--- src/rtl/swc_pkg.sv ---
// Shared types and constants for the serial switch control block.
// Assumes: three serial pins are bundled into one struct so they are
// synchronized and edge-detected together.
package swc_pkg;
    typedef struct packed {
        logic frm_n;
        logic sclk;
        logic sdi;
    } serial_in_t;

    localparam int SERIAL_W = $bits(serial_in_t);
    // Idle pin state: frame closed, clock low, data low.
    localparam serial_in_t SERIAL_IDLE = '{frm_n: 1'b1, sclk: 1'b0, sdi: 1'b0};
endpackage

--- src/rtl/swc_sync.sv ---
// Multi-stage synchronizer for a vector of asynchronous inputs.
// Assumes: STAGES >= 2; reset loads RST_VAL into every stage.
module swc_sync #(
    parameter int             W       = 3,
    parameter int             STAGES  = 2,
    parameter logic [W-1:0]   RST_VAL = '0
) (
    input  logic          clk,
    input  logic          rst_n,
    input  logic [W-1:0]  d,
    output logic [W-1:0]  q
);
    logic [W-1:0] stg [STAGES];

    for (genvar g = 0; g < STAGES; g++) begin : g_stage
        // Purpose: one register stage of the synchronizer chain.
        if (g == 0) begin : g_first
            always_ff @(posedge clk) begin
                if (!rst_n) stg[g] <= RST_VAL;
                else        stg[g] <= d;
            end
        end else begin : g_next
            always_ff @(posedge clk) begin
                if (!rst_n) stg[g] <= RST_VAL;
                else        stg[g] <= stg[g-1];
            end
        end
    end

    assign q = stg[STAGES-1];
endmodule

--- src/rtl/swc_edges.sv ---
// Edge detection on the synchronized serial pins.
// Assumes: input already synchronized; one-cycle pulses are produced.
module swc_edges
    import swc_pkg::*;
(
    input  logic       clk,
    input  logic       rst_n,
    input  serial_in_t s_in,
    output logic       frm_act,
    output logic       frm_rise,
    output logic       sclk_fall,
    output logic       sclk_rise,
    output logic       sdi_s
);
    serial_in_t prev;

    // Purpose: hold last cycle's synchronized pins for edge compare.
    always_ff @(posedge clk) begin
        if (!rst_n) prev <= SERIAL_IDLE;
        else        prev <= s_in;
    end

    // Purpose: derive frame state and single-cycle edge pulses.
    always_comb begin
        frm_act   = ~s_in.frm_n;
        frm_rise  = ~prev.frm_n & s_in.frm_n;
        sclk_fall = prev.sclk & ~s_in.sclk;
        sclk_rise = ~prev.sclk & s_in.sclk;
        sdi_s     = s_in.sdi;
    end
endmodule

--- src/rtl/swc_shift.sv ---
// Input shift register and delayed serial output.
// Assumes: edge pulses last one cycle; shifting and output update are
// gated by the frame being open, so a closing frame blocks a coincident edge.
module swc_shift #(
    parameter int W = 8
) (
    input  logic         clk,
    input  logic         rst_n,
    input  logic         frm_act,
    input  logic         sclk_fall,
    input  logic         sclk_rise,
    input  logic         sdi_s,
    output logic [W-1:0] shreg,
    output logic         sdo_q
);
    // Purpose: shift a new bit in on each falling serial edge in a frame.
    always_ff @(posedge clk) begin
        if (!rst_n)                     shreg <= '0;
        else if (frm_act && sclk_fall)  shreg <= {shreg[W-2:0], sdi_s};
    end

    // Purpose: present the top bit on each rising serial edge in a frame.
    always_ff @(posedge clk) begin
        if (!rst_n)                     sdo_q <= 1'b0;
        else if (frm_act && sclk_rise)  sdo_q <= shreg[W-1];
    end


    hold_when_idle_chk: assert property (@(posedge clk) disable iff (!rst_n)
        !frm_act |=> ($stable(shreg) && $stable(sdo_q)));

    shift_in_chk: assert property (@(posedge clk) disable iff (!rst_n)
        (frm_act && sclk_fall) |=> (shreg[0] == $past(sdi_s)));

    sdo_on_rise_chk: assert property (@(posedge clk) disable iff (!rst_n)
        !(frm_act && sclk_rise) |=> $stable(sdo_q));
endmodule

--- src/rtl/swc_latch.sv ---
// Channel-enable register, loaded from the shift register at frame end.
// Assumes: frm_rise is a one-cycle pulse.
module swc_latch #(
    parameter int W = 8
) (
    input  logic         clk,
    input  logic         rst_n,
    input  logic         frm_rise,
    input  logic [W-1:0] shreg,
    output logic [W-1:0] chan
);
    // Purpose: commit the shifted word to the channels on frame close.
    always_ff @(posedge clk) begin
        if (!rst_n)        chan <= '0;
        else if (frm_rise) chan <= shreg;
    end


    chan_hold_chk: assert property (@(posedge clk) disable iff (!rst_n)
        !frm_rise |=> $stable(chan));

    chan_load_chk: assert property (@(posedge clk) disable iff (!rst_n)
        frm_rise |=> (chan == $past(shreg)));
endmodule

--- src/rtl/swc_top.sv ---
// Serial-loaded switch control register: synchronizes the three serial
// pins, shifts data on falling serial edges, returns it on rising edges
// and commits it to the channel enables when the frame closes.
// Assumes: clk is at least 4x the serial clock; rst_n is synchronous.
module swc_top
    import swc_pkg::*;
#(
    parameter int CHAN_W      = 8,
    parameter int SYNC_STAGES = 2
) (
    input  logic              clk,
    input  logic              rst_n,
    input  logic              frm_n,
    input  logic              sclk,
    input  logic              sdi,
    output logic              sdo_pull_low,
    output logic              sdo_data,
    output logic [CHAN_W-1:0] chan_en
);
    serial_in_t          raw_in;
    serial_in_t          sync_in;
    logic [SERIAL_W-1:0] sync_bits;
    logic                frm_act, frm_rise, sclk_fall, sclk_rise, sdi_s;
    logic [CHAN_W-1:0]   shreg;
    logic                sdo_q;

    // Purpose: bundle the raw serial pins.
    always_comb begin
        raw_in.frm_n = frm_n;
        raw_in.sclk  = sclk;
        raw_in.sdi   = sdi;
    end

    swc_sync #(
        .W       (SERIAL_W),
        .STAGES  (SYNC_STAGES),
        .RST_VAL (SERIAL_IDLE)
    ) sync_i (
        .clk   (clk),
        .rst_n (rst_n),
        .d     (raw_in),
        .q     (sync_bits)
    );

    assign sync_in = serial_in_t'(sync_bits);

    swc_edges edges_i (
        .clk       (clk),
        .rst_n     (rst_n),
        .s_in      (sync_in),
        .frm_act   (frm_act),
        .frm_rise  (frm_rise),
        .sclk_fall (sclk_fall),
        .sclk_rise (sclk_rise),
        .sdi_s     (sdi_s)
    );

    swc_shift #(.W(CHAN_W)) shift_i (
        .clk       (clk),
        .rst_n     (rst_n),
        .frm_act   (frm_act),
        .sclk_fall (sclk_fall),
        .sclk_rise (sclk_rise),
        .sdi_s     (sdi_s),
        .shreg     (shreg),
        .sdo_q     (sdo_q)
    );

    swc_latch #(.W(CHAN_W)) latch_i (
        .clk      (clk),
        .rst_n    (rst_n),
        .frm_rise (frm_rise),
        .shreg    (shreg),
        .chan     (chan_en)
    );

    // Purpose: open-drain style output, pulled low for a 0.
    assign sdo_data     = sdo_q;
    assign sdo_pull_low = ~sdo_q;


    close_blocks_shift_chk: assert property (@(posedge clk) disable iff (!rst_n)
        (frm_rise && sclk_fall) |=> $stable(shreg));
endmodule

--- config.mk ---
export PLATFORM = sky130hd
export DESIGN_NAME = swc_top
export DESIGN_NICKNAME = d
export VERILOG_FILES = /design/src/rtl/swc_pkg.sv /design/src/rtl/swc_sync.sv /design/src/rtl/swc_edges.sv /design/src/rtl/swc_shift.sv /design/src/rtl/swc_latch.sv /design/src/rtl/swc_top.sv
export SDC_FILE = /design/constraint.sdc
export NUM_CORES = 1
export LEC_CHECK = 0
export CORE_MARGIN = 4
export CORE_UTILIZATION = 51
export CTS_BUF_LIST = sky130_fd_sc_hd__clkbuf_8
export DETAILED_ROUTE_END_ITERATION = 10
export PLACE_DENSITY = 0.78
export SYNTH_ARGS = -nofsm -noshare
export SYNTH_HDL_FRONTEND = slang
export SYNTH_SLANG_ARGS = --single-unit
export TNS_END_PERCENT = 100
--- constraint.sdc ---
create_clock -name clk -period 1.99 [get_ports clk]
set_input_delay 0.597 -clock clk [delete_from_list [all_inputs] [get_ports clk]]
set_output_delay 0.597 -clock clk [all_outputs]
set_load 0.05 [all_outputs]
==> impl_metrics.csv, run 1 <==
group,metric,value,unit
status,run_status,"finished, final reports clean",
timing,fmax,686,MHz
timing,tns,0,ns
clock_network,cts_hold_buf,0,
yosys,ys_seq_elements,25,
detailed_routing,wl_met2,635,µm
finish,ff_latch_area,500,µm²
grt,track_usage,0.124,
yosys,async_flop_share,0,
finish,multiInputGateArea,333,µm²
setup_path,start_kind,"flop",
yosys,syn_nets,99,
setup_path,crit_type,"reg2out",
detailed_routing,dr.max_layer_used,"met3",
detailed_routing,wl_met3,62,µm
yosys,avgSynthCellArea,9.29,µm²
placement,io_buffers,14,
clock_network,cts_buffers,3,
timing,tightestPinTransition,0.560,ns
timing,slew_violations,0,
finish,fillers,139,
floorplanning,pin_count,15,
timing,relSlewSlack,0.626,
timing,fin_crit_sh,0.732,
yosys,synth_top_area_cell,"dfxtp_1",
yosys,synth_top_area_frac,0.573,
floorplanning,rows,14,
timing,finClkSkew,0.00190,ns
clock_network,clock_path_buffers,2,
detailed_routing,via_per_inst,5.11,
setup_path,crit_path_max_fanout,3,
yosys,synth.area.top_cells,"dfxtp_1 (57%), nand2_1 (11%), a21boi_0 (6.9%), nand3_1 (4.6%), o21ai_0 (4.6%)",
clock_network,cts_setup_buffers,0,
hold_path,hold_path.class,"reg2reg",
setup_path,end_kind,"primary output",
pwr,power.density,794,nW/µm²
detailed_routing,post-route-drc-count,0,
grt,grt.overflow.total,0,
setup_path,slowest_stage,"dfxtp_1",
clock_network,cts_root_buf,"clkbuf_8",
setup_path,cp.required,1.39,ns
finish,antenna_cells,0,
finish,layout-drive-gt1-share,0.140,
detailed_routing,dr.pass1.iters,4,
grt,first_global_vias,601,
detailed_routing,drtAntennaViolNets,0,
finish,fin_nets,113,
floorplanning,initial_core_util,0.560,
grt,grt_pass1_wl,2370,µm
floorplanning,die_y,49.4,µm
clock_network,path_clk_slew,0.08,ns
timing,setup_viol,0,
timing,finalCriticalPeriod,1.46,ns
timing,rsz0062_at_grt,"false",
yosys,synth_edf_count,0,
detailed_routing,detail_route.wirelength.met1,647,µm
clock_network,post_cts_resized,0,
yosys,ys.flop_type,"dfxtp_1",
floorplanning,die_x,49.4,µm
yosys,netlist_instances,94,
pwr,power.total,0.814,mW
clock_network,cts_tree,"yes",
clock_network,cts_sinks,25,
yosys,netlist-cell-type-count,16,
job,max_cap_violations,0,
floorplanning,core-area,1560,µm²
timing,finalHoldViolCount,0,
placement,gp_congestion,0.692,
detailed_routing,num_vias,629,
setup_path,worstPathArrival,0.86,ns
pwr,power.leakage,0.375,nW
detailed_routing,drt-initial-drc-count,17,
grt,grt_max_degree,33,
yosys,yosysSeqAreaShare,0.573,
detailed_routing,drt-wirelength-per-cell,10.9,µm
clock_network,clk_latency,0.26,ns
placement,place_hpwl,922,µm
pwr,ir_worst_vdd,0.000512,V
grt,antenna_found_initial,0,
detailed_routing,routed_wl,1350,µm
clock_network,ctsHtreeMaxLevel,1,
setup_path,path_cells,"inv_1, buf_4",
yosys,synth_common_cells,"dfxtp_1 (25), nand2_1 (25), a21boi_0 (8), nand3_1 (8), o21ai_0 (8)",
setup_path,max_stage_delay,0.36,ns
yosys,syn_area,873,µm²
finish,area_growth_syn_to_layout,17.3,%
floorplanning,dieArea,2440,µm²
yosys,yosysWarnings,0,
-- sequential cells by signal, summed over array words and instances (netlist names) --
name	count
latch_i.chan	8
shift_i.shreg	8
sync_i.stg	6
edges_i.prev	2
shift_i.sdo_q	1
-- where the power goes --
group / leakage [nW] / switching (mW) / total, mW / internal (mW)
logic: 0.145 / 0.0124 / 0.0270 / 0.0146
registers: 0.203 / 0.00345 / 0.510 / 0.506
clock network: 0.0269 / 0.139 / 0.277 / 0.137
total: 0.375 / 0.155 / 0.814 / 0.658
-- cell usage in the layout, fill, tap and decap left out --
master,count
a21boi_0,8
and2_1,5
buf_4,11
clkbuf_8,3
clkdlybuf4s50_1,4
dfxtp_1,25
inv_1,2
mux2i_1,1
nand2_1,25
nand2b_1,4
nand3_1,8
nor2b_1,1
nor3b_1,1
nor3b_4,1
o21ai_0,8
-- worst max-delay path, delay by kind of cell, from the launching register on --
family | cells | cell delay, ns
buffers and inverters | 2 | 0.24
DFF | 1 | 0.36
-- metal layers --
| metal | up-vias | GRT usage |
|---|---|---|
| met2 | 16 | 0.214 |
| met1 | 284 | 0.146 |
| met3 | 0 | 0.0275 |
| met4 | 0 | 0.0553 |
| met5 | - | 0 |
| li1 | 329 | - |
-- layout make-up --
type	count	area share
well taps	16	0.0195
clock buffers	3	0.0403
inverters	1	0.00366
clock inverters	1	0.00366
repair buffers	15	0.120
flip-flops and latches	25	0.488
multi-input cells	62	0.325
-- logic make-up (layout without fill, tap and decap cells) --
logic type | count (synthesis) | after routing | share of synthesized area
multiplexers | 1 | 1 | 0.0115
buffers and inverters | 7 | 20 | 0.0458
AND/OR/NAND/NOR | 45 | 45 | 0.255
AO/OA/AOI/OAI | 16 | 16 | 0.115
flip-flops | 25 | 25 | 0.573
-- final timing paths --
path                            to             start  slack (ns)  cells past startpoint
setup / recovery      sdo_pull_low     shift_i.sdo_q        0.53                      2
hold / removal    sync_i.stg[1][2]  sync_i.stg[0][2]        0.42                      1
setup reg to reg   latch_i.chan[2]  sync_i.stg[1][2]        0.70                      3
hold reg to reg   sync_i.stg[1][2]  sync_i.stg[0][2]        0.42                      1
-- stage by stage --
| stage | setup slack, ns | hold WS [ns] | area [µm²] | utilization | cells |
|---|---|---|---|---|---|
| detailed placement | 0.296 | 0.420 | 980 | 0.628 | 119 |
| floorplan | 0.414 | 0.386 | 873 | - | 94 |
| finish | 0.532 | 0.424 | 1020 | 0.657 | 123 |
| global route | 0.446 | 0.457 | 1020 | 0.657 | 123 |
| CTS | 0.526 | 0.435 | 1020 | 0.657 | 123 |
| global placement | 0.347 | 0.395 | 980 | 0.628 | 119 |
(Power assumes the default switching activity.)
==> run 2: changes to the inputs <==
==> constraint.sdc (replaced) <==
create_clock -name clk -period 1.38 [get_ports clk]
set_input_delay 0.414 -clock clk [delete_from_list [all_inputs] [get_ports clk]]
set_output_delay 0.414 -clock clk [all_outputs]
set_load 0.05 [all_outputs]
==> run 2 against run 1 <==
Compared with the run above: combinational power increased by 70%; clock power is 49% higher; flip-flop and latch count did not move; setup slack got worse by 0.42 ns; non-clock buffer count grew 1; worst hold slack worse by 0.0064 ns; global-route usage grew 0.42 points; cell count grew 0.81%; critical path type unchanged.
==> impl_metrics.csv, run 2 (synthesized netlist as in run 1, its figures left out) <==
group,metric,value,unit
status,run_status,"finished, final reports clean",
finish,fillers,97,
timing,finalCriticalPeriod,1.27,ns
detailed_routing,dr.max_layer_used,"met4",
finish,finalNonFillerCells,124,
clock_network,ctsHtreeMaxLevel,1,
clock_network,cts_root_buf,"clkbuf_8",
floorplanning,rows,14,
detailed_routing,drtAntennaViolNets,0,
timing,setup_viol,0,
pwr,power.leakage,0.414,nW
timing,rsz0062_at_grt,"false",
placement,place_hpwl,945,µm
detailed_routing,wl_met2,703,µm
placement,gp_congestion,0.755,
grt,grt.overflow.total,0,
timing,tightestPinTransition,0.516,ns
clock_network,clk_latency,0.26,ns
detailed_routing,drt-initial-drc-count,8,
setup_path,crit_type,"reg2out",
detailed_routing,drt-wirelength-per-cell,11.3,µm
floorplanning,dieArea,2440,µm²
pwr,power.density,1020,nW/µm²
pwr,ir_worst_vdd,0.000690,V
clock_network,cts_buffers,3,
setup_path,end_kind,"primary output",
detailed_routing,num_vias,624,
finish,reg.largest.list,"latch_i.chan: 8 flops, shift_i.shreg: 8 flops, sync_i.stg: 6 flops",
detailed_routing,routed_wl,1410,µm
detailed_routing,dr.pass1.iters,4,
clock_network,cts_setup_buffers,0,
finish,fin_nets,114,
grt,grt_pass1_wl,2420,µm
timing,fin_ws,0.114,ns
pwr,power.total,1.20,mW
placement,post-place-cells,120,
clock_network,path_clk_slew,0.08,ns
grt,grt_max_degree,33,
setup_path,worstPathArrival,0.85,ns
finish,layout-drive-gt1-share,0.167,
floorplanning,initial_core_util,0.560,
clock_network,cts_hold_buf,0,
floorplanning,die_x,49.4,µm
grt,antenna_found_initial,0,
clock_network,post_cts_resized,0,
clock_network,cts_sinks,25,
timing,relSlewSlack,0.655,
finish,area_growth_syn_to_layout,34.2,%
timing,tns,0,ns
floorplanning,core-area,1560,µm²
hold_path,hold_path.class,"reg2reg",
detailed_routing,detail_route.wirelength.met1,640,µm
timing,fmax,790,MHz
setup_path,cp.required,0.97,ns
clock_network,cts_tree,"yes",
timing,slew_violations,0,
floorplanning,die_y,49.4,µm
setup_path,crit_path_max_fanout,3,
placement,io_buffers,14,
finish,final_cell_mix,"nand2_1 (25), dfxtp_1 (24), buf_12 (11)",
floorplanning,pin_count,15,
grt,track_usage,0.128,
timing,fin_crit_sh,0.918,
setup_path,start_kind,"flop",
detailed_routing,wl_met3,47,µm
grt,first_global_vias,569,
clock_network,clock_path_buffers,2,
timing,finClkSkew,0.00571,ns
timing,finalHoldViolCount,0,
placement,dp_slack,-0.0768,ns
detailed_routing,via_per_inst,5.03,
detailed_routing,post-route-drc-count,0,
job,max_cap_violations,0,
finish,final_common_cell,"nand2_1",
finish,antenna_cells,0,
-- run 2: final timing paths --
| path | startpoint | end | slack [ns] | cells past startpoint |
|---|---|---|---|---|
| max | shift_i.sdo_q | sdo_pull_low | 0.11 | 2 |
| min | sync_i.stg[0][2] | sync_i.stg[1][2] | 0.42 | 1 |
| max reg2reg | sync_i.stg[1][2] | shift_i.shreg[7] | 0.21 | 2 |
| min reg2reg | sync_i.stg[0][2] | sync_i.stg[1][2] | 0.42 | 1 |
-- run 2: power by group --
| group | switching [mW] | leakage (nW) | total [mW] | internal [mW] |
|---|---|---|---|---|
| registers | 0.00581 | 0.203 | 0.736 | 0.730 |
| logic | 0.0202 | 0.185 | 0.0460 | 0.0258 |
| clock network | 0.212 | 0.0255 | 0.413 | 0.201 |
-- run 2: cell type report --
cell class / instances / area [µm²] / area share
clock inverters: 1 / 5.00 / 0.00427
flip-flops and latches: 25 / 502 / 0.428
repair buffers: 16 / 268 / 0.228
multi-input cells: 62 / 333 / 0.284
clock buffers: 3 / 41.3 / 0.0352
inverters: 1 / 3.75 / 0.00320
well taps: 16 / 20.0 / 0.0171
-- run 2: metrics by stage --
stage | area, µm² | hold WS [ns] | util
global route | 1170 | 0.434 | 0.752
floorplan | 875 | 0.386 | -
global placement | 1130 | 0.395 | 0.722
finish | 1170 | 0.418 | 0.752
CTS | 1170 | 0.424 | 0.752
detailed placement | 1130 | 0.400 | 0.722
-- run 2: metal layers --
layer  track usage  vias to the layer above
met5             0                        -
met4        0.0553                        0
met3        0.0275                        2
met2         0.230                       12
met1         0.144                      276
li1              -                      334
-- run 2: critical path: stages (launching register included) --
cell and delay (ns):
dfxtp_2 0.37, inv_1 0.08, buf_12 0.15
==> run 3: changes to the inputs <==
--- a/config.mk
+++ b/config.mk
@@ -5,6 +5,7 @@
 export SDC_FILE = /design/constraint.sdc
 export NUM_CORES = 1
 export LEC_CHECK = 0
+export ABC_CLOCK_PERIOD_IN_PS = 1380
 export CORE_MARGIN = 4
 export CORE_UTILIZATION = 51
 export CTS_BUF_LIST = sky130_fd_sc_hd__clkbuf_8
==> results of run 3 <==
The final DEF is identical to that of run 2; final timing and power are the same.
